[src/rtl/trunc_mul_pkg.sv]
package trunc_mul_pkg;

   // Sum over the unformed columns c < r of (c+1)*2^c: the full weight
   // those columns would carry if every term in them were one.
   function automatic longint unformed_weight(input int r);
      longint acc;
      acc = 0;
      for (int c = 0; c < r; c++) begin
         acc = acc + (longint'(c + 1) << c);
      end
      return acc;
   endfunction

   // Correction in units of the lowest formed column: the mean of the
   // unformed terms (a quarter of the full weight), rounded to that column,
   // plus half an output LSB.
   function automatic longint corr_units(input int r, input int k);
      longint mean_units;
      mean_units = (unformed_weight(r) + (longint'(1) << (r + 1))) >> (r + 2);
      return mean_units + (longint'(1) << (k - 1));
   endfunction

endpackage

[src/rtl/tmul_matrix.sv]
// Builds every formed partial-product row of a signed array multiplier.
// Row j holds the terms a_i * b_j at global column i+j; only the columns
// at or above R exist, so each row is FW = 2N-R bits wide.
module tmul_matrix #(
   parameter int N = 8,
   parameter int R = 6
) (
   input  logic [N-1:0]     a,
   input  logic [N-1:0]     b,
   output logic [2*N-R-1:0] rows [N]
);

   localparam int FW = 2 * N - R;

   for (genvar j = 0; j < N; j++) begin : g_row
      for (genvar c = 0; c < FW; c++) begin : g_col
         localparam int GCOL = c + R;
         localparam int IDX  = GCOL - j;
         if (IDX >= 0 && IDX < N) begin : g_term
            // Terms pairing exactly one sign bit carry negative weight and
            // are formed inverted; the fixed ones in tmul_const restore it.
            localparam bit INV = (IDX == N - 1) != (j == N - 1);
            if (INV) begin : g_nand
               assign rows[j][c] = ~(a[IDX] & b[j]);
            end else begin : g_and
               assign rows[j][c] = a[IDX] & b[j];
            end
         end else begin : g_empty
            assign rows[j][c] = 1'b0;
         end
      end
   end

endmodule

[src/rtl/tmul_const.sv]
// Constant rows injected into the matrix: the sign-handling ones, the
// elaboration-time correction for the unformed columns, and the rounding
// bit chosen by the later right-shift amount.
module tmul_const #(
   parameter int N  = 8,
   parameter int R  = 6,
   parameter int K  = 2,
   parameter int SW = 2
) (
   input  logic [SW-1:0]    shift_code,
   output logic [2*N-R-1:0] cvec,
   output logic [2*N-R-1:0] rvec
);

   localparam int FW = 2 * N - R;

   // Fixed ones for signed operation sit at global columns N and 2N-1.
   localparam logic [FW-1:0] SIGN_VEC =
      (FW'(1) << (N - R)) | (FW'(1) << (FW - 1));

   localparam logic [FW-1:0] CORR_VEC =
      FW'(trunc_mul_pkg::corr_units(R, K));

   assign cvec = SIGN_VEC + CORR_VEC;

   // Rounding bit for a later shift by S: half the LSB left after the shift,
   // i.e. formed column K+S-1. Code zero adds nothing.
   always_comb begin
      rvec = '0;
      if (shift_code != '0) begin
         rvec = FW'(1) << (K - 1 + int'(shift_code));
      end
   end

endmodule

[src/rtl/tmul_colsum.sv]
// Sums the formed rows and the constant rows column by column, modulo
// 2^FW, and returns the bits above the K dropped columns.
module tmul_colsum #(
   parameter int FW = 10,
   parameter int NR = 10,
   parameter int K  = 2
) (
   input  logic [FW-1:0]   terms [NR],
   output logic [FW-K-1:0] sum_hi
);

   logic [FW-1:0] acc;

   always_comb begin
      acc = '0;
      for (int q = 0; q < NR; q++) begin
         acc = acc + terms[q];
      end
   end

   assign sum_hi = acc[FW-1:K];

endmodule

[src/rtl/trunc_smul.sv]
// Truncated two's-complement array multiplier, N x N -> 2N-R-K bits.
module trunc_smul #(
   parameter int N  = 8,
   parameter int R  = 6,
   parameter int K  = 2,
   parameter int SW = 2
) (
   input  logic [N-1:0]       op_a,
   input  logic [N-1:0]       op_b,
   input  logic [SW-1:0]      shift_code,
   output logic [2*N-R-K-1:0] prod
);

   localparam int FW = 2 * N - R;
   localparam int NR = N + 2;

   // Elaboration-time parameter checks.
   initial begin
      AST_PARAM_K_MIN: assert (K >= 1)
         else $error("trunc_smul: K must be at least 1");
      AST_PARAM_WIDTH: assert (R >= 0 && R + K <= N)
         else $error("trunc_smul: R+K must not exceed N");
      AST_PARAM_ROUND: assert (R + K + (2 ** SW) - 2 <= 2 * N - 1)
         else $error("trunc_smul: rounding column out of range");
      AST_PARAM_RANGE: assert (N >= 2 && N <= 30)
         else $error("trunc_smul: N outside supported range");
   end

   logic [FW-1:0] pp_rows [N];
   logic [FW-1:0] cvec;
   logic [FW-1:0] rvec;
   logic [FW-1:0] terms   [NR];

   tmul_matrix #(
      .N (N),
      .R (R)
   ) u_matrix (
      .a    (op_a),
      .b    (op_b),
      .rows (pp_rows)
   );

   tmul_const #(
      .N  (N),
      .R  (R),
      .K  (K),
      .SW (SW)
   ) u_const (
      .shift_code (shift_code),
      .cvec       (cvec),
      .rvec       (rvec)
   );

   always_comb begin
      for (int j = 0; j < N; j++) begin
         terms[j] = pp_rows[j];
      end
      terms[N]     = cvec;
      terms[N + 1] = rvec;
   end

   tmul_colsum #(
      .FW (FW),
      .NR (NR),
      .K  (K)
   ) u_colsum (
      .terms  (terms),
      .sum_hi (prod)
   );

endmodule

[config.mk]
export PLATFORM = sky130hd
export DESIGN_NAME = trunc_smul
export DESIGN_NICKNAME = d
export VERILOG_FILES = /design/src/rtl/trunc_mul_pkg.sv /design/src/rtl/tmul_matrix.sv /design/src/rtl/tmul_const.sv /design/src/rtl/tmul_colsum.sv /design/src/rtl/trunc_smul.sv
export SDC_FILE = /design/constraint.sdc
export NUM_CORES = 1
export LEC_CHECK = 0
export ABC_AREA = 1
export ABC_CLOCK_PERIOD_IN_PS = 9000
export BUFFER_PORTS_ARGS = -buffer_cell sky130_fd_sc_hd__buf_2
export CAP_MARGIN = 20
export CORE_MARGIN = 2
export CORE_UTILIZATION = 69
export DETAILED_ROUTE_END_ITERATION = 16
export MAX_ROUTING_LAYER = met4
export PLACE_DENSITY = 0.95
export SKIP_LAST_GASP = 1
export SYNTH_ARGS = -nofsm -noshare
export SYNTH_HDL_FRONTEND = slang
export SYNTH_HIERARCHICAL = 1
export SYNTH_SLANG_ARGS = --single-unit
[constraint.sdc]
create_clock -name vclk -period 9
set_input_delay 0.9 -clock vclk [all_inputs]
set_output_delay 0.9 -clock vclk [all_outputs]
set_load 0.03 [all_outputs]
==> results.yml <==
status:
  status: "finished, final reports clean"
sta:
  finalMaxSlewViolations: 0
  hold_violations: 0
  post-route-period-util_pct: 69.5
  fin_ws_ps: 2740
  fmax_ghz: 0.160
  setup_viol: 0
  totalNegativeSetupSlack_ps: 0
  rsz0062_at_grt: "no"
  fin_crit_ps: 6260
detailed_routing:
  dr.pass1.iters: 5
  drt_iter0_markers: 72
  wl_per_cell_um: 10.2
  viasPerCell: 4.52
  num_vias: 2107
  routed_wl_mm: 4.75
  ant_nets: 0
  drc: 0
finish:
  regArea_um2: 0
  fin_nets: 513
  final.clkbuf_count: 0
  syn_to_final_growth_pct: -1.39
  n_antenna_cell: 0
  drive_gt1_share_pct: 7.45
  seq_cells: 0
  fin_area_mm2: 0.00294
  fillers: 336
  fin_util_pct: 71.9
global_route:
  globalRoute.totalOverflow: 0
  antenna_found_initial: 0
  grt_pass1_wl_mm: 9.18
  grt_max_degree: 9
  grt_usage_pct: 23.8
  grt_pass1_vias: 2396
floorplanning:
  dieArea_mm2: 0.00486
  pin_count: 26
  chipHeight_um: 69.7
  core_mm2: 0.00409
  start_util_pct: 72.9
  num_rows: 23
  die_w_um: 69.7
synth:
  ys_types: 19
  yosys.area.top_type_share_pct: 44.3
  seq_area_frac_synth_pct: 0
  syn_area_per_cell_um2: 7.51
  yosys.area.top_type: "fa_1"
  synth_area_mm2: 0.00298
  yosysWarningCount: 6
  syn_inst: 397
  netlist_top_cells_area: "fa_1 44%, inv_1 16%, buf_4 14%"
worst_setup_path:
  worstPathCellList: "buf_2 > inv_1 > nor2_1 > inv_1 > fa_1 > inv_1 > fa_1 > fa_1 > inv_1 > fa_1 > inv_1 > fa_1 > fa_1 > nand3_1 > nand2_1 > a21oi_1 > nor2_1 > nor2_1 > xnor2_1 > buf_2"
  cp_common_cell: "fa_1"
  cp_slowest_stage_delay_ps: 560
  slowest_stage: "fa_1"
  setup.worst_path.start: "shift_code[0]"
  criticalPathCategory: "input port to output pin"
  path_max_fanout: 3
  setup.worst_path.end_class: "output pin"
  arrival_ps: 5360
  required_ps: 8100
  worst_setup_path_start_kind: "input port"
clocking:
  cts_resized: 0
  cts_setup_buffers: 0
  cts_hold_buf: 0
hold_path:
  min_from: "op_b[0]"
  hold_path_class: "input port to output pin"
place:
  postPlaceCellArea_mm2: 0.00294
  hpwl_mm: 4.45
  portBuffers: 26
  finalWeightedCongestion: 0.801
  pre_cts_slack_ps: 2770
flow_run:
  max_cap_viol_count: 0
==> worst paths after layout <==
check                 end  slack [ps]  cells after the start
hold / removal    prod[0]        2500                      7
setup / recovery  prod[5]        2740                     20
==> cells in the mapped netlist (3+ instances only) <==
master / number
buf_2: 4
nand2_1: 83
ha_1: 11
inv_1: 129
fa_1: 66
buf_4: 54
xor2_1: 9
nand2_2: 4
a21oi_1: 8
nand3_1: 9
xnor2_1: 5
nor2_1: 6
conb_1: 3
==> metrics by stage <==
stage	hold WS, ps	std cells
after floorplan	2280	448
after global placement	2470	466
after detailed placement	2500	466
after CTS	2500	466
after global routing	2580	466
final	2500	466
==> cell usage in the layout, fill, tap and decap left out <==
cell type  count
inv_1        129
nand2_1       83
fa_1          66
conb_1        54
buf_2         26
ha_1          11
nand3_1        9
xor2_1         9
a21oi_1        8
nor2_1         6
xnor2_1        5
nand2_2        4
inv_2          1
o21ai_0        1
a31oi_1        1
o21ai_1        1
nand4_1        1
o211ai_1       1
==> per-layer routing <==
metal  track usage (%)  vias to the layer above  share of wire, %
met1              23.6                      999                32
met5                 -                        -                 0
li1                  -                     1026                 -
met2              49.6                       64                61
met4              6.62                        0               3.2
met3             0.581                       18               3.8
==> cell families (layout without fill, tap and decap cells) <==
group	Yosys count	in the layout	synth area share (%)
simple gates	103	103	13.8
compound gates	12	12	2.14
fa+ha+maj	77	77	49.0
buf+inv	188	156	30.6
other cells	3	54	0.378
xor+xnor	14	14	4.11
==> critical path: cells and delay by family <==
kind	cells	cell delay, ps
adder cells (fa/ha/maj)	6	3130
buffers and inverters	7	580
AND/OR/NAND/NOR	5	460
AO/OA/AOI/OAI	1	160
XOR/XNOR	1	130
==> cell type report <==
cell class,instances,area [um^2],area share [%]
multi-input combinational,260,2260,76.8
inverter,130,488,16.6
timing repair buffer,26,130,4.43
tap,50,62.6,2.13
Power is not shown: default switching activity piles up to over one toggle a cycle in this logic, so the estimate is an artifact.
